### config.mk
export PLATFORM = sky130hd
export DESIGN_NAME = l2snp_line_ctrl
export DESIGN_NICKNAME = d
export VERILOG_FILES = /design/src/rtl/l2snp_pkg.sv /design/src/rtl/l2snp_line_store.sv /design/src/rtl/l2snp_snoop_seq.sv /design/src/rtl/l2snp_req_seq.sv /design/src/rtl/l2snp_line_ctrl.sv
export SDC_FILE = /design/constraint.sdc
export NUM_CORES = 1
export LEC_CHECK = 0
export BUFFER_PORTS_ARGS = -buffer_cell sky130_fd_sc_hd__buf_2
export CAP_MARGIN = 25
export CORE_MARGIN = 2
export CORE_UTILIZATION = 54
export CTS_CLUSTER_SIZE = 40
export DETAILED_ROUTE_END_ITERATION = 8
export PLACE_DENSITY_LB_ADDON = 0.12
export RECOVER_POWER = 50
export REMOVE_ABC_BUFFERS = 1
export SLEW_MARGIN = 25
export SYNTH_ARGS = -nofsm -noshare
export SYNTH_HDL_FRONTEND = slang
export SYNTH_HIERARCHICAL = 1
export SYNTH_SLANG_ARGS = --single-unit
### constraint.sdc
create_clock -name clk -period 1.7 [get_ports clk]
set_clock_uncertainty 0.05 [all_clocks]
set_input_delay 0.17 -clock clk [delete_from_list [all_inputs] [get_ports clk]]
set_output_delay 0.17 -clock clk [all_outputs]
set_load 0.01 [all_outputs]
### src/rtl/l2snp_pkg.sv
package l2snp_pkg;
  typedef enum logic [1:0] {
    MESI_I = 2'b00,
    MESI_S = 2'b01,
    MESI_E = 2'b10,
    MESI_M = 2'b11
  } mesi_e;

  typedef enum logic [2:0] {
    SN_IDLE, SN_L1, SN_WB, SN_REL, SN_SHR, SN_END
  } sn_state_e;

  typedef enum logic [1:0] {
    RQ_IDLE, RQ_BUS, RQ_HOLD, RQ_RSP
  } rq_state_e;

  typedef enum logic [1:0] {
    K_FILL, K_INV, K_THRU
  } rq_kind_e;
endpackage

### src/rtl/l2snp_line_store.sv
module l2snp_line_store
  import l2snp_pkg::*;
#(
  parameter int NUM_LINES = 4,
  parameter int IDX_W     = 2
) (
  input  logic             clk,
  input  logic             rst_n,
  input  logic [IDX_W-1:0] sn_rd_idx,
  input  logic [IDX_W-1:0] rq_rd_idx,
  output mesi_e            sn_rd_st,
  output mesi_e            rq_rd_st,
  input  logic             sn_we,
  input  logic [IDX_W-1:0] sn_wr_idx,
  input  mesi_e            sn_wr_st,
  input  logic             rq_we,
  input  logic [IDX_W-1:0] rq_wr_idx,
  input  mesi_e            rq_wr_st
);
  mesi_e line_st [NUM_LINES];

  for (genvar g = 0; g < NUM_LINES; g++) begin : g_line
    mesi_e st_q;
    mesi_e st_d;
    logic  st_en;

    // snoop updates take priority over requester updates on the same line
    always_comb begin
      st_en = 1'b0;
      st_d  = st_q;
      if (sn_we && sn_wr_idx == IDX_W'(g)) begin
        st_en = 1'b1;
        st_d  = sn_wr_st;
      end else if (rq_we && rq_wr_idx == IDX_W'(g)) begin
        st_en = 1'b1;
        st_d  = rq_wr_st;
      end
    end

    always_ff @(posedge clk or negedge rst_n) begin
      if (!rst_n)     st_q <= MESI_I;
      else if (st_en) st_q <= st_d;
    end

    assign line_st[g] = st_q;
  end

  assign sn_rd_st = line_st[sn_rd_idx];
  assign rq_rd_st = line_st[rq_rd_idx];
endmodule

### src/rtl/l2snp_snoop_seq.sv
module l2snp_snoop_seq
  import l2snp_pkg::*;
#(
  parameter int IDX_W = 2
) (
  input  logic             clk,
  input  logic             rst_n,
  input  logic             snp_valid,
  input  logic             snp_write,
  input  logic [IDX_W-1:0] snp_idx,
  input  mesi_e            line_st,
  output logic             snp_ready,
  output logic             snp_done,
  output logic             snp_hit_n,
  output logic             snp_dirty_n,
  output logic             hold_req_n,
  output logic             l1_req,
  output logic             l1_kill,
  output logic [IDX_W-1:0] l1_idx,
  input  logic             l1_ack,
  input  logic             l1_dirty,
  output logic             wb_req,
  output logic [IDX_W-1:0] wb_idx,
  input  logic             wb_ack,
  output logic             st_we,
  output logic [IDX_W-1:0] st_idx,
  output mesi_e            st_val
);
  sn_state_e        state_q, state_d;
  logic [IDX_W-1:0] idx_q;
  logic             wr_q, hold_q, dirty_q;
  logic             hold_d, dirty_d;
  logic             accept, dirty_en;
  logic             hold_active;

  always_comb begin
    state_d  = state_q;
    hold_d   = hold_q;
    dirty_d  = dirty_q;
    dirty_en = 1'b0;
    accept   = 1'b0;
    st_we    = 1'b0;
    st_val   = MESI_I;
    snp_done = 1'b0;
    unique case (state_q)
      SN_IDLE: if (snp_valid) begin
        accept   = 1'b1;
        dirty_en = 1'b1;
        hold_d   = 1'b0;
        dirty_d  = 1'b0;
        unique case (line_st)
          MESI_I: state_d = SN_END;
          MESI_S: begin
            if (snp_write) begin
              st_we   = 1'b1;
              st_val  = MESI_I;
              state_d = SN_L1;
            end else begin
              state_d = SN_SHR;
            end
          end
          default: begin
            hold_d  = 1'b1;
            dirty_d = (line_st == MESI_M);
            state_d = SN_L1;
          end
        endcase
      end
      SN_L1: if (l1_ack) begin
        dirty_en = 1'b1;
        dirty_d  = dirty_q | l1_dirty;
        if (!hold_q)                     state_d = SN_END;
        else if (dirty_q | l1_dirty)     state_d = SN_WB;
        else                             state_d = SN_REL;
      end
      SN_WB: if (wb_ack) state_d = SN_REL;
      SN_REL: begin
        st_we   = 1'b1;
        st_val  = wr_q ? MESI_I : MESI_S;
        state_d = wr_q ? SN_END : SN_SHR;
      end
      SN_SHR: state_d = SN_END;
      SN_END: begin
        snp_done = 1'b1;
        state_d  = SN_IDLE;
      end
      default: state_d = SN_IDLE;
    endcase
  end

  always_ff @(posedge clk or negedge rst_n) begin
    if (!rst_n) begin
      state_q <= SN_IDLE;
      idx_q   <= '0;
      wr_q    <= 1'b0;
      hold_q  <= 1'b0;
      dirty_q <= 1'b0;
    end else begin
      state_q <= state_d;
      if (accept) begin
        idx_q  <= snp_idx;
        wr_q   <= snp_write;
        hold_q <= hold_d;
      end
      if (dirty_en) dirty_q <= dirty_d;
    end
  end

  assign hold_active = hold_q && (state_q == SN_L1 || state_q == SN_WB);
  assign snp_ready   = (state_q == SN_IDLE);
  assign snp_hit_n   = !(hold_active || state_q == SN_SHR);
  assign snp_dirty_n = !hold_active;
  assign hold_req_n  = !hold_active;
  assign l1_req      = (state_q == SN_L1);
  assign l1_kill     = wr_q;
  assign l1_idx      = idx_q;
  assign wb_req      = (state_q == SN_WB);
  assign wb_idx      = idx_q;
  assign st_idx      = (state_q == SN_IDLE) ? snp_idx : idx_q;
endmodule

### src/rtl/l2snp_req_seq.sv
module l2snp_req_seq
  import l2snp_pkg::*;
#(
  parameter int IDX_W = 2
) (
  input  logic             clk,
  input  logic             rst_n,
  input  logic             cpu_valid,
  input  logic             cpu_write,
  input  logic [IDX_W-1:0] cpu_idx,
  input  logic             snoop_idle,
  input  logic             snp_valid,
  input  mesi_e            line_st,
  output logic             cpu_ready,
  output logic             rsp_valid,
  output logic             rsp_l1_own,
  output logic             bus_req,
  output logic             bus_op,
  output logic [IDX_W-1:0] bus_idx,
  input  logic             bus_ack,
  input  logic             fill_shared_n,
  input  logic             hold_in_n,
  output logic             st_we,
  output logic [IDX_W-1:0] st_idx,
  output mesi_e            st_val
);
  rq_state_e        state_q, state_d;
  rq_kind_e         kind_q, kind_d;
  logic [IDX_W-1:0] idx_q;
  logic             own_q, own_d;
  logic             accept, go_bus;

  assign cpu_ready = (state_q == RQ_IDLE) && snoop_idle && !snp_valid;

  always_comb begin
    state_d = state_q;
    kind_d  = kind_q;
    own_d   = 1'b0;
    accept  = 1'b0;
    go_bus  = 1'b0;
    st_we   = 1'b0;
    st_val  = MESI_I;
    unique case (state_q)
      RQ_IDLE: if (cpu_valid && cpu_ready) begin
        accept = 1'b1;
        if (!cpu_write) begin
          if (line_st == MESI_I) begin
            kind_d = K_FILL;
            go_bus = 1'b1;
          end else begin
            state_d = RQ_RSP;
          end
        end else begin
          unique case (line_st)
            MESI_M: begin
              own_d   = 1'b1;
              state_d = RQ_RSP;
            end
            MESI_E: begin
              st_we   = 1'b1;
              st_val  = MESI_M;
              own_d   = 1'b1;
              state_d = RQ_RSP;
            end
            MESI_S: begin
              kind_d = K_INV;
              go_bus = 1'b1;
            end
            default: begin
              kind_d = K_THRU;
              go_bus = 1'b1;
            end
          endcase
        end
        if (go_bus) state_d = hold_in_n ? RQ_BUS : RQ_HOLD;
      end
      RQ_BUS: begin
        if (!hold_in_n) begin
          state_d = RQ_HOLD;
        end else if (bus_ack) begin
          unique case (kind_q)
            K_FILL: begin
              st_we  = 1'b1;
              st_val = fill_shared_n ? MESI_E : MESI_S;
            end
            K_INV: begin
              st_we  = 1'b1;
              st_val = MESI_E;
            end
            default: st_we = 1'b0;
          endcase
          state_d = RQ_RSP;
        end
      end
      RQ_HOLD: if (hold_in_n) state_d = RQ_BUS;
      RQ_RSP:  state_d = RQ_IDLE;
      default: state_d = RQ_IDLE;
    endcase
  end

  always_ff @(posedge clk or negedge rst_n) begin
    if (!rst_n) begin
      state_q <= RQ_IDLE;
      kind_q  <= K_FILL;
      idx_q   <= '0;
      own_q   <= 1'b0;
    end else begin
      state_q <= state_d;
      if (accept) begin
        kind_q <= kind_d;
        idx_q  <= cpu_idx;
        own_q  <= own_d;
      end
    end
  end

  assign bus_req    = (state_q == RQ_BUS);
  assign bus_op     = (kind_q != K_FILL);
  assign bus_idx    = idx_q;
  assign rsp_valid  = (state_q == RQ_RSP);
  assign rsp_l1_own = own_q;
  assign st_idx     = (state_q == RQ_IDLE) ? cpu_idx : idx_q;
endmodule

### src/rtl/l2snp_line_ctrl.sv
module l2snp_line_ctrl
  import l2snp_pkg::*;
#(
  parameter  int NUM_LINES = 4,
  localparam int IDX_W     = $clog2(NUM_LINES)
) (
  input  logic             clk,
  input  logic             rst_n,
  input  logic             snp_valid,
  input  logic             snp_write,
  input  logic [IDX_W-1:0] snp_idx,
  output logic             snp_ready,
  output logic             snp_done,
  output logic             snp_hit_n,
  output logic             snp_dirty_n,
  output logic             hold_req_n,
  output logic             l1_snp_req,
  output logic             l1_snp_kill,
  output logic [IDX_W-1:0] l1_snp_idx,
  input  logic             l1_snp_ack,
  input  logic             l1_snp_dirty,
  output logic             mem_wb_req,
  output logic [IDX_W-1:0] mem_wb_idx,
  input  logic             mem_wb_ack,
  input  logic             cpu_valid,
  input  logic             cpu_write,
  input  logic [IDX_W-1:0] cpu_idx,
  output logic             cpu_ready,
  output logic             rsp_valid,
  output logic             rsp_l1_own,
  output logic             bus_req,
  output logic             bus_op,
  output logic [IDX_W-1:0] bus_idx,
  input  logic             bus_ack,
  input  logic             fill_shared_n,
  input  logic             hold_in_n
);
  logic rst_meta_q, rst_sync_n;

  always_ff @(posedge clk or negedge rst_n) begin
    if (!rst_n) begin
      rst_meta_q <= 1'b0;
      rst_sync_n <= 1'b0;
    end else begin
      rst_meta_q <= 1'b1;
      rst_sync_n <= rst_meta_q;
    end
  end

  mesi_e            sn_rd_st, rq_rd_st, sn_wr_st, rq_wr_st;
  logic             sn_we, rq_we;
  logic [IDX_W-1:0] sn_wr_idx, rq_wr_idx;

  l2snp_line_store #(.NUM_LINES(NUM_LINES), .IDX_W(IDX_W)) u_store (
    .clk       (clk),
    .rst_n     (rst_sync_n),
    .sn_rd_idx (snp_idx),
    .rq_rd_idx (cpu_idx),
    .sn_rd_st  (sn_rd_st),
    .rq_rd_st  (rq_rd_st),
    .sn_we     (sn_we),
    .sn_wr_idx (sn_wr_idx),
    .sn_wr_st  (sn_wr_st),
    .rq_we     (rq_we),
    .rq_wr_idx (rq_wr_idx),
    .rq_wr_st  (rq_wr_st)
  );

  l2snp_snoop_seq #(.IDX_W(IDX_W)) u_snoop (
    .clk         (clk),
    .rst_n       (rst_sync_n),
    .snp_valid   (snp_valid),
    .snp_write   (snp_write),
    .snp_idx     (snp_idx),
    .line_st     (sn_rd_st),
    .snp_ready   (snp_ready),
    .snp_done    (snp_done),
    .snp_hit_n   (snp_hit_n),
    .snp_dirty_n (snp_dirty_n),
    .hold_req_n  (hold_req_n),
    .l1_req      (l1_snp_req),
    .l1_kill     (l1_snp_kill),
    .l1_idx      (l1_snp_idx),
    .l1_ack      (l1_snp_ack),
    .l1_dirty    (l1_snp_dirty),
    .wb_req      (mem_wb_req),
    .wb_idx      (mem_wb_idx),
    .wb_ack      (mem_wb_ack),
    .st_we       (sn_we),
    .st_idx      (sn_wr_idx),
    .st_val      (sn_wr_st)
  );

  l2snp_req_seq #(.IDX_W(IDX_W)) u_req (
    .clk           (clk),
    .rst_n         (rst_sync_n),
    .cpu_valid     (cpu_valid),
    .cpu_write     (cpu_write),
    .cpu_idx       (cpu_idx),
    .snoop_idle    (snp_ready),
    .snp_valid     (snp_valid),
    .line_st       (rq_rd_st),
    .cpu_ready     (cpu_ready),
    .rsp_valid     (rsp_valid),
    .rsp_l1_own    (rsp_l1_own),
    .bus_req       (bus_req),
    .bus_op        (bus_op),
    .bus_idx       (bus_idx),
    .bus_ack       (bus_ack),
    .fill_shared_n (fill_shared_n),
    .hold_in_n     (hold_in_n),
    .st_we         (rq_we),
    .st_idx        (rq_wr_idx),
    .st_val        (rq_wr_st)
  );
endmodule

# Word-level counts from Yosys, hierarchy flattened
# Index checks and enable logic that the tools add are counted.
totals:
  regBits: 25
  in_bits: 16
  out_inout_bits: 19
  elab_cells: 180
classes:
  n_lt_le_gt_ge: 2
  n_eq_ne: 29
  n_mux: 88
  n_bitwise: 3
  reduce_logical: 43
op_table:
  columns: ["operator", "n"]
  rows:
  - ["2-bit two-way mux", 32]
  - ["1-bit two-way mux", 39]
  - ["2-bit == test (second input constant)", 9]
  - ["3-bit two-way mux", 5]
  - ["3-bit one-hot mux with 5 select lines", 1]
  - ["2-bit nonzero test", 7]
  - ["2-bit by 1-bit == test with 1-bit output (second input constant)", 6]
  - ["1-bit logical AND", 12]
  - ["2-bit logical NOT", 6]
  - ["2-bit one-hot mux with 2 select lines", 3]
  - ["5-bit AND reduction", 2]
  - ["2-bit binary-select mux with 2-bit select", 2]
  - ["2-bit inequality test (second input constant)", 4]
  - ["4-bit inequality test (second input constant)", 2]
  - ["1-bit one-hot mux with 2 select lines", 4]
  - ["2-bit one-hot mux with 4 select lines", 1]
  - ["2-bit AND reduction", 4]
  - ["3-bit by 2-bit == test with 1-bit output (second input constant)", 2]
  - ["3-bit == test (second input constant)", 2]
  - ["3-bit >= comparator (second input constant)", 2]
  - ["2-bit inverter with 3-bit output", 2]
  - ["3-bit one-hot mux with 2 select lines", 1]
  - ["3-bit AND reduction", 2]
  - ["2-bit OR reduction", 3]
  - ["8 further kinds", 12]

# Depth between registers and ports, before layout
depth:
  ltp_word: 13
  ltp_mapped: 9
  mapped_depth_nobuf: 7

# By module
# Netlist, hierarchy kept.
by_module_without_submodules:
  columns: ["module", "n_inst", "cells_per_inst", "area_each_um2"]
  rows:
  - ["l2snp_snoop_seq", 1, 72, 621.8]
  - ["l2snp_line_store", 1, 44, 504.2]
  - ["l2snp_req_seq", 1, 44, 459.2]
  - ["l2snp_line_ctrl", 1, 3, 53.8]

# Worst setup path after synthesis
# No wires, ideal clock.
synth_timing:
  kind: "register to register"
  from: "register u_snoop.state_q[1]"
  to: "register u_store.g_line[0].st_q[0]"
  setup_time_ns: 0.124
  arrival_time_ns: 1.834
  required_time_ns: 1.526
  setup_slack_ns: -0.308
  stages_incl_launch_ff: 10
  synth_period_minus_slack_ns: 2.008
  cell_sequence: "dfrtp_1 buf_6 nor3_4 and2_4 buf_8 nand4b_1 nand2_1 or3b_1 nor2_1 a21oi_1"
synth_lines:
  columns: ["item", "line_no", "text"]
  rows:
  - ["from (decl)", "l2snp_snoop_seq.sv:29", "sn_state_e state_q, state_d;"]
  - ["from (signal assigned)", "l2snp_snoop_seq.sv:99", "state_q <= state_d;"]
  - ["3-bit logical NOT *", "l2snp_snoop_seq.sv:110", "assign snp_ready = (state_q == SN_IDLE);"]
  - ["named net snp_ready", "l2snp_line_ctrl.sv:12", "output logic snp_ready,"]
  - ["1-bit one-hot mux with 2 select lines *", "l2snp_snoop_seq.sv:45", "unique case (state_q)"]
  - ["named net sn_we", "l2snp_line_ctrl.sv:51", "logic sn_we, rq_we;"]
  - ["1-bit logical AND *", "l2snp_line_store.sv:31", "if (sn_we && sn_wr_idx == IDX_W'(g)) begin"]
  - ["2-bit nonzero test (no source line) / 1-bit two-way mux (equally long branches)", null, null]
  - ["2-bit AND reduction (no source line)", null, null]
  - ["to (signal assigned)", "l2snp_line_store.sv:42", "else if (st_en) st_q <= st_d;"]
  - ["to (decl)", "l2snp_line_store.sv:23", "mesi_e st_q;"]
# Mark *: on every way through the listed nets, which the timed path passes. The rest lies on a longest branch. The select of a mux whose other input is x is not followed.
# A chain may end at the register's enable or synchronous reset.

# Worst setup path in the final report
layout_timing:
  from: "register u_store.g_line[3].st_q[0]"
  to: "register u_store.g_line[1].st_q[1]"
layout_via:
  elab_chain_cells: 12
layout_lines:
  columns: ["item", "line_no", "text"]
  rows:
  - ["from (decl)", "l2snp_line_store.sv:23", null]
  - ["from (signal assigned)", "l2snp_line_store.sv:42", null]
  - ["2-bit binary-select mux with 2-bit select *", "l2snp_line_store.sv:49", "assign rq_rd_st = line_st[rq_rd_idx];"]
  - ["2-bit two-way mux (not written as such) * (2 in series)", "l2snp_line_store.sv:49", null]
  - ["named net rq_rd_st[0]", "l2snp_line_ctrl.sv:50", "mesi_e sn_rd_st, rq_rd_st, sn_wr_st, rq_wr_st;"]
  - ["2-bit == test *", "l2snp_req_seq.sv:54", "unique case (line_st)"]
  - ["1-bit two-way mux *", "l2snp_req_seq.sv:54", null]
  - ["1-bit two-way mux *", "l2snp_req_seq.sv:46", "if (!cpu_write) begin"]
  - ["1-bit two-way mux *", "l2snp_req_seq.sv:44", "RQ_IDLE: if (cpu_valid && cpu_ready) begin"]
  - ["1-bit one-hot mux with 2 select lines *", "l2snp_req_seq.sv:43", "unique case (state_q)"]
  - ["named net rq_we", "l2snp_line_ctrl.sv:51", null]
  - ["1-bit logical AND *", "l2snp_line_store.sv:34", "end else if (rq_we && rq_wr_idx == IDX_W'(g)) begin"]
  - ["1-bit two-way mux", "l2snp_line_store.sv:34", null]
  - ["1-bit two-way mux", "l2snp_line_store.sv:31", null]
  - ["2-bit AND reduction (no source line) *", null, null]
  - ["to (signal assigned)", "l2snp_line_store.sv:42", null]
  - ["to (decl)", "l2snp_line_store.sv:23", null]
# Marked as above.

==> results.md <==
Flow run:
- The max-cap check violation count is 0.

Layout:
- The total inserted antenna cells is 0.
- The non-filler instance count after layout is 266.
- The share of final-layout standard cells stronger than drive strength 1 is 0.540.
- The relative area change from synthesis to final layout is 39.6%.
- After the last flow step, the layout net total stands at 252.

Setup path:
- The type of the worst setup path is flop to flop.
- Counting both buffers and inverters, the worst setup path holds a total of 1.
- At the worst endpoint, the required time is 1.86 ns.
- The flop-to-flop setup slack is -0.47 ns.
- The worst setup path is captured at a flop.
- The cell with the biggest individual delay on the critical path is mux4_2.
- The category of cells accounting for the largest share of critical-path delay is multiplexers.
- The top fanout value on the critical path is 3.
- For the worst setup path, the data arrival time is 2.34 ns.
- The critical path goes through mux4_2 > nor2b_2 > nand4_1 > nand2_2 > buf_4 > nand3b_1 > mux2i_1 > a21oi_1.
- The delay contributed by the slowest stage of the critical path is 0.50 ns.
- The worst setup path is launched from a flop.

Die:
- The effective utilization at floorplan is 0.579.
- The die outline height is between 50 and 60 µm.
- The area of the core region is 2830 µm².
- In this run the core area contains 19 standard-cell rows.
- 35 I/O pins were placed.
- The die outline width is a little under 60 µm.
- The full die area is 3490 µm².

CTS:
- The clock transition at the registers of the reported paths is 0.13 ns.
- The number of levels the H-tree was split into is 1.
- Clock latency on the worst-skew pair, taken at its later pin, is 0.33 ns.
- In this run the clock root is driven by a clkbuf_4.
- The TritonCTS clock tree is done.
- The TritonCTS sink count is 25.
- The clock buffer count from CTS is 3.
- The deepest clock path buffer count is 2.

Place:
- The setup slack after placement is -0.367 ns.
- The number of input and output port buffers inserted is 34.
- The wire-length estimate of the detail-placed layout is 3030 µm.
- At the end of routability-driven placement, the weighted congestion stood at about 0.9.
- The placed instance count is 245.

Global route:
- The total overflow reported by the global router is 0.
- The first global-routing pass estimated 7360 µm of wire.
- For this run, the total global-route usage over all layers was measured as 0.278.
- The number of antenna violations at the first check in global routing is 0.
- Entering global routing, the biggest net connects 24 pins.
- The via count of the first global-routing pass was 1585.

Outcome:
- The run finished, with violations left.
- The checks that failed: negative setup slack.

Logic synthesis:
- Of the post-synthesis cell area, the part taken by muxes is 0.179.
- Of the total synthesized cell area, the portion taken by full adders, half adders and majority gates is 0.
- The main combinational cell family by area after synthesis is simple AND/OR/NAND/NOR gates.
- Counting distinct cell types in the post-synthesis netlist gives 47.
- After synthesis, the share of flip-flops with an asynchronous set or reset is 1.00.
- Among all flip-flop cells after synthesis, the most frequent one is dfrtp_1.
- The number of enable-type register cells in the synthesized netlist is 0.
- The synthesized-area fraction occupied by xor and xnor cells is 0.
- The cell area after synthesis is approximately 1600 µm².
- Of the total synthesized cell area, the portion taken by AND, OR, NAND and NOR gates is 0.247.
- The proportion of synthesized chip area in sequential cells is 0.382.
- For this run, the number of Yosys warnings is 6.
- In this run the mean area of a mapped cell was 10.1 µm².
- The compound-cell area share of the yosys netlist is 0.132.
- Counting flops and latches in the post-synthesis netlist gives 25.
- The number of cells produced by synthesis is about 160.

STA:
- The final count of hold timing violations is 0.
- At the pin with the least slew margin, the transition time is about 0.59 ns.
- The share of the clock period used by the worst path is 1.28.
- The least setup slack across all paths after layout is -0.472 ns.
- For the finished layout, the period the worst path requires is about 2.2 ns.
- In this run the tightest slew margin relative to its limit is 0.606.
- The final setup violation count is 20.
- Setup repair after global routing could not meet its margin everywhere.
- The post-route setup TNS is -4.14 ns.
- The number of pins with negative max-slew slack in the final report was 0.
- Timing would allow up to around 0.46 GHz.

Hold path:
- The tightest min-delay check is of the input pin to flop type.

Detailed routing:
- In the routed design, unresolved DRC markers number 0.
- The routed layout has 1608 vias.
- After detailed routing, the average wire length per cell comes to about 18 µm.
- Before antenna repair, the detailed router went through 4 iterations.
- The first-iteration detailed-routing DRC count is 109.
- The total wire length is 4870 µm.
- Using the TritonRoute via totals, the vias-per-cell ratio works out to 6.05.
- In this run the remaining antenna-violating nets after routing total 0.

Power and ir drop:
- In this run the power density over the cells is 1700 nW/µm².
- The power consumption is just under 4 mW.
- The worst-case IR drop observed on VDD is 1.03 mV.
- For this design the static power due to leakage is 1.09 nW.
-- state kept, by name (all words and copies together) (netlist names) --
register / count
u_req/state_q: 2
u_req/rsp_l1_own: 1
u_req/kind_q: 2
u_snoop/l1_idx: 2
rst_meta_q: 1
u_snoop/state_q: 3
rst_sync_n: 1
u_store/g_line.st_q: 8
u_snoop/dirty_q: 1
u_snoop/hold_q: 1
u_req/bus_idx: 2
u_snoop/l1_kill: 1
-- per-stage QoR --
step                 util  instance area [µm²]  hold slack (ns)
CTS                 0.758                 2140           0.0252
global route        0.809                 2290           0.0369
finish              0.809                 2290           0.0231
detailed placement  0.696                 1970          -0.0932
global placement    0.696                 1970          -0.0966
floorplan               -                 1570           -0.176
-- layout by cell type, fill, tap and decap left out, types with 3 or more instances in the layout --
| cell type | netlist | routed |
|---|---|---|
| nand3_1 | 4 | 3 |
| nand3b_1 | 5 | 5 |
| buf_2 | 2 | 32 |
| a21oi_1 | 13 | 12 |
| inv_1 | 7 | 5 |
| nand2_1 | 7 | 5 |
| nor2b_4 | 0 | 3 |
| nor2_1 | 17 | 15 |
| clkbuf_4 | 0 | 3 |
| mux2_2 | 10 | 10 |
| buf_4 | 4 | 31 |
| mux4_2 | 4 | 4 |
| mux2i_1 | 9 | 8 |
| dfrtp_1 | 25 | 25 |
| buf_6 | 1 | 10 |
-- repair_timing --
action	4_1_cts	5_1_grt
resized for setup	19	25
pin swaps	6	10
hold buffers	1	0
gates cloned	0	0
endpoints found under the hold margin	2	0
buffers inserted	10	9
setup endpoints to repair	17	22
-- path summary, 6_finish.rpt --
path                                                       start                                     to  cells after the start
max                        u_store/g_line[3].st_q[0]$_DFFE_PN0P_  u_store/g_line[1].st_q[1]$_DFFE_PN0P_                      8
min                                                    hold_in_n           u_req/state_q[1]$_DFFE_PN0P_                      2
max reg2reg                u_store/g_line[3].st_q[0]$_DFFE_PN0P_  u_store/g_line[1].st_q[1]$_DFFE_PN0P_                      8
min reg2reg                                 rst_sync_n$_DFF_PN0_          u_snoop/l1_idx[0]$_DFFE_PN0P_                      1
max in group asynchronous                   rst_sync_n$_DFF_PN0_            u_req/kind_q[1]$_DFFE_PN0P_                      1
min in group asynchronous                                  rst_n                   rst_sync_n$_DFF_PN0_                      2
-- cell usage after synthesis, drive strengths merged, types with 3 or more instances --
| cell type | instances | area share |
|---|---|---|
| dfrtp | 25 | 0.38 |
| nor2 | 18 | 0.046 |
| a21oi | 13 | 0.040 |
| mux2 | 10 | 0.069 |
| mux2i | 9 | 0.055 |
| buf | 8 | 0.040 |
| inv | 7 | 0.016 |
| nand2 | 7 | 0.016 |
| nor2b | 6 | 0.023 |
| nand3 | 5 | 0.018 |
| nand3b | 5 | 0.023 |
| o21ai | 5 | 0.015 |
| mux4 | 4 | 0.055 |
| nor3 | 4 | 0.019 |
| and2 | 3 | 0.014 |
-- layout make-up --
cell class | count | area, µm²
inverters | 7 | 28.8
flip-flops and latches | 25 | 626
fillers | 174 | 541
well taps | 31 | 38.8
clock buffers | 4 | 26.3
multi-input cells | 123 | 1040
repair buffers | 76 | 524
-- metal layers --
layer  part of all wire  vias to the layer above  GRT usage  routed length [µm]
met5                  0                        -          0                   0
met4              0.022                        0     0.0877                 108
met3              0.038                       12     0.0371                 186
met2               0.54                       55      0.492                2610
met1               0.40                      805      0.352                1970
li1                   -                      736          -                   -
-- cell families (layout without fill, tap and decap cells) --
kind of cell / Yosys count / in the layout
buffers and inverters: 15 / 87
and+or+nand+nor: 64 / 64
AOI/OAI and AO/OA: 34 / 34
DFF: 25 / 25
muxes: 23 / 23
other: 2 / 2
-- power by group --
part | switching, mW | total [mW] | internal [mW] | leakage, nW
sequential | 0.224 | 1.07 | 0.848 | 0.313
clock | 0.183 | 0.276 | 0.0922 | 0.0150
combinational | 1.20 | 2.55 | 1.34 | 0.764
(Power assumes the default switching activity.)
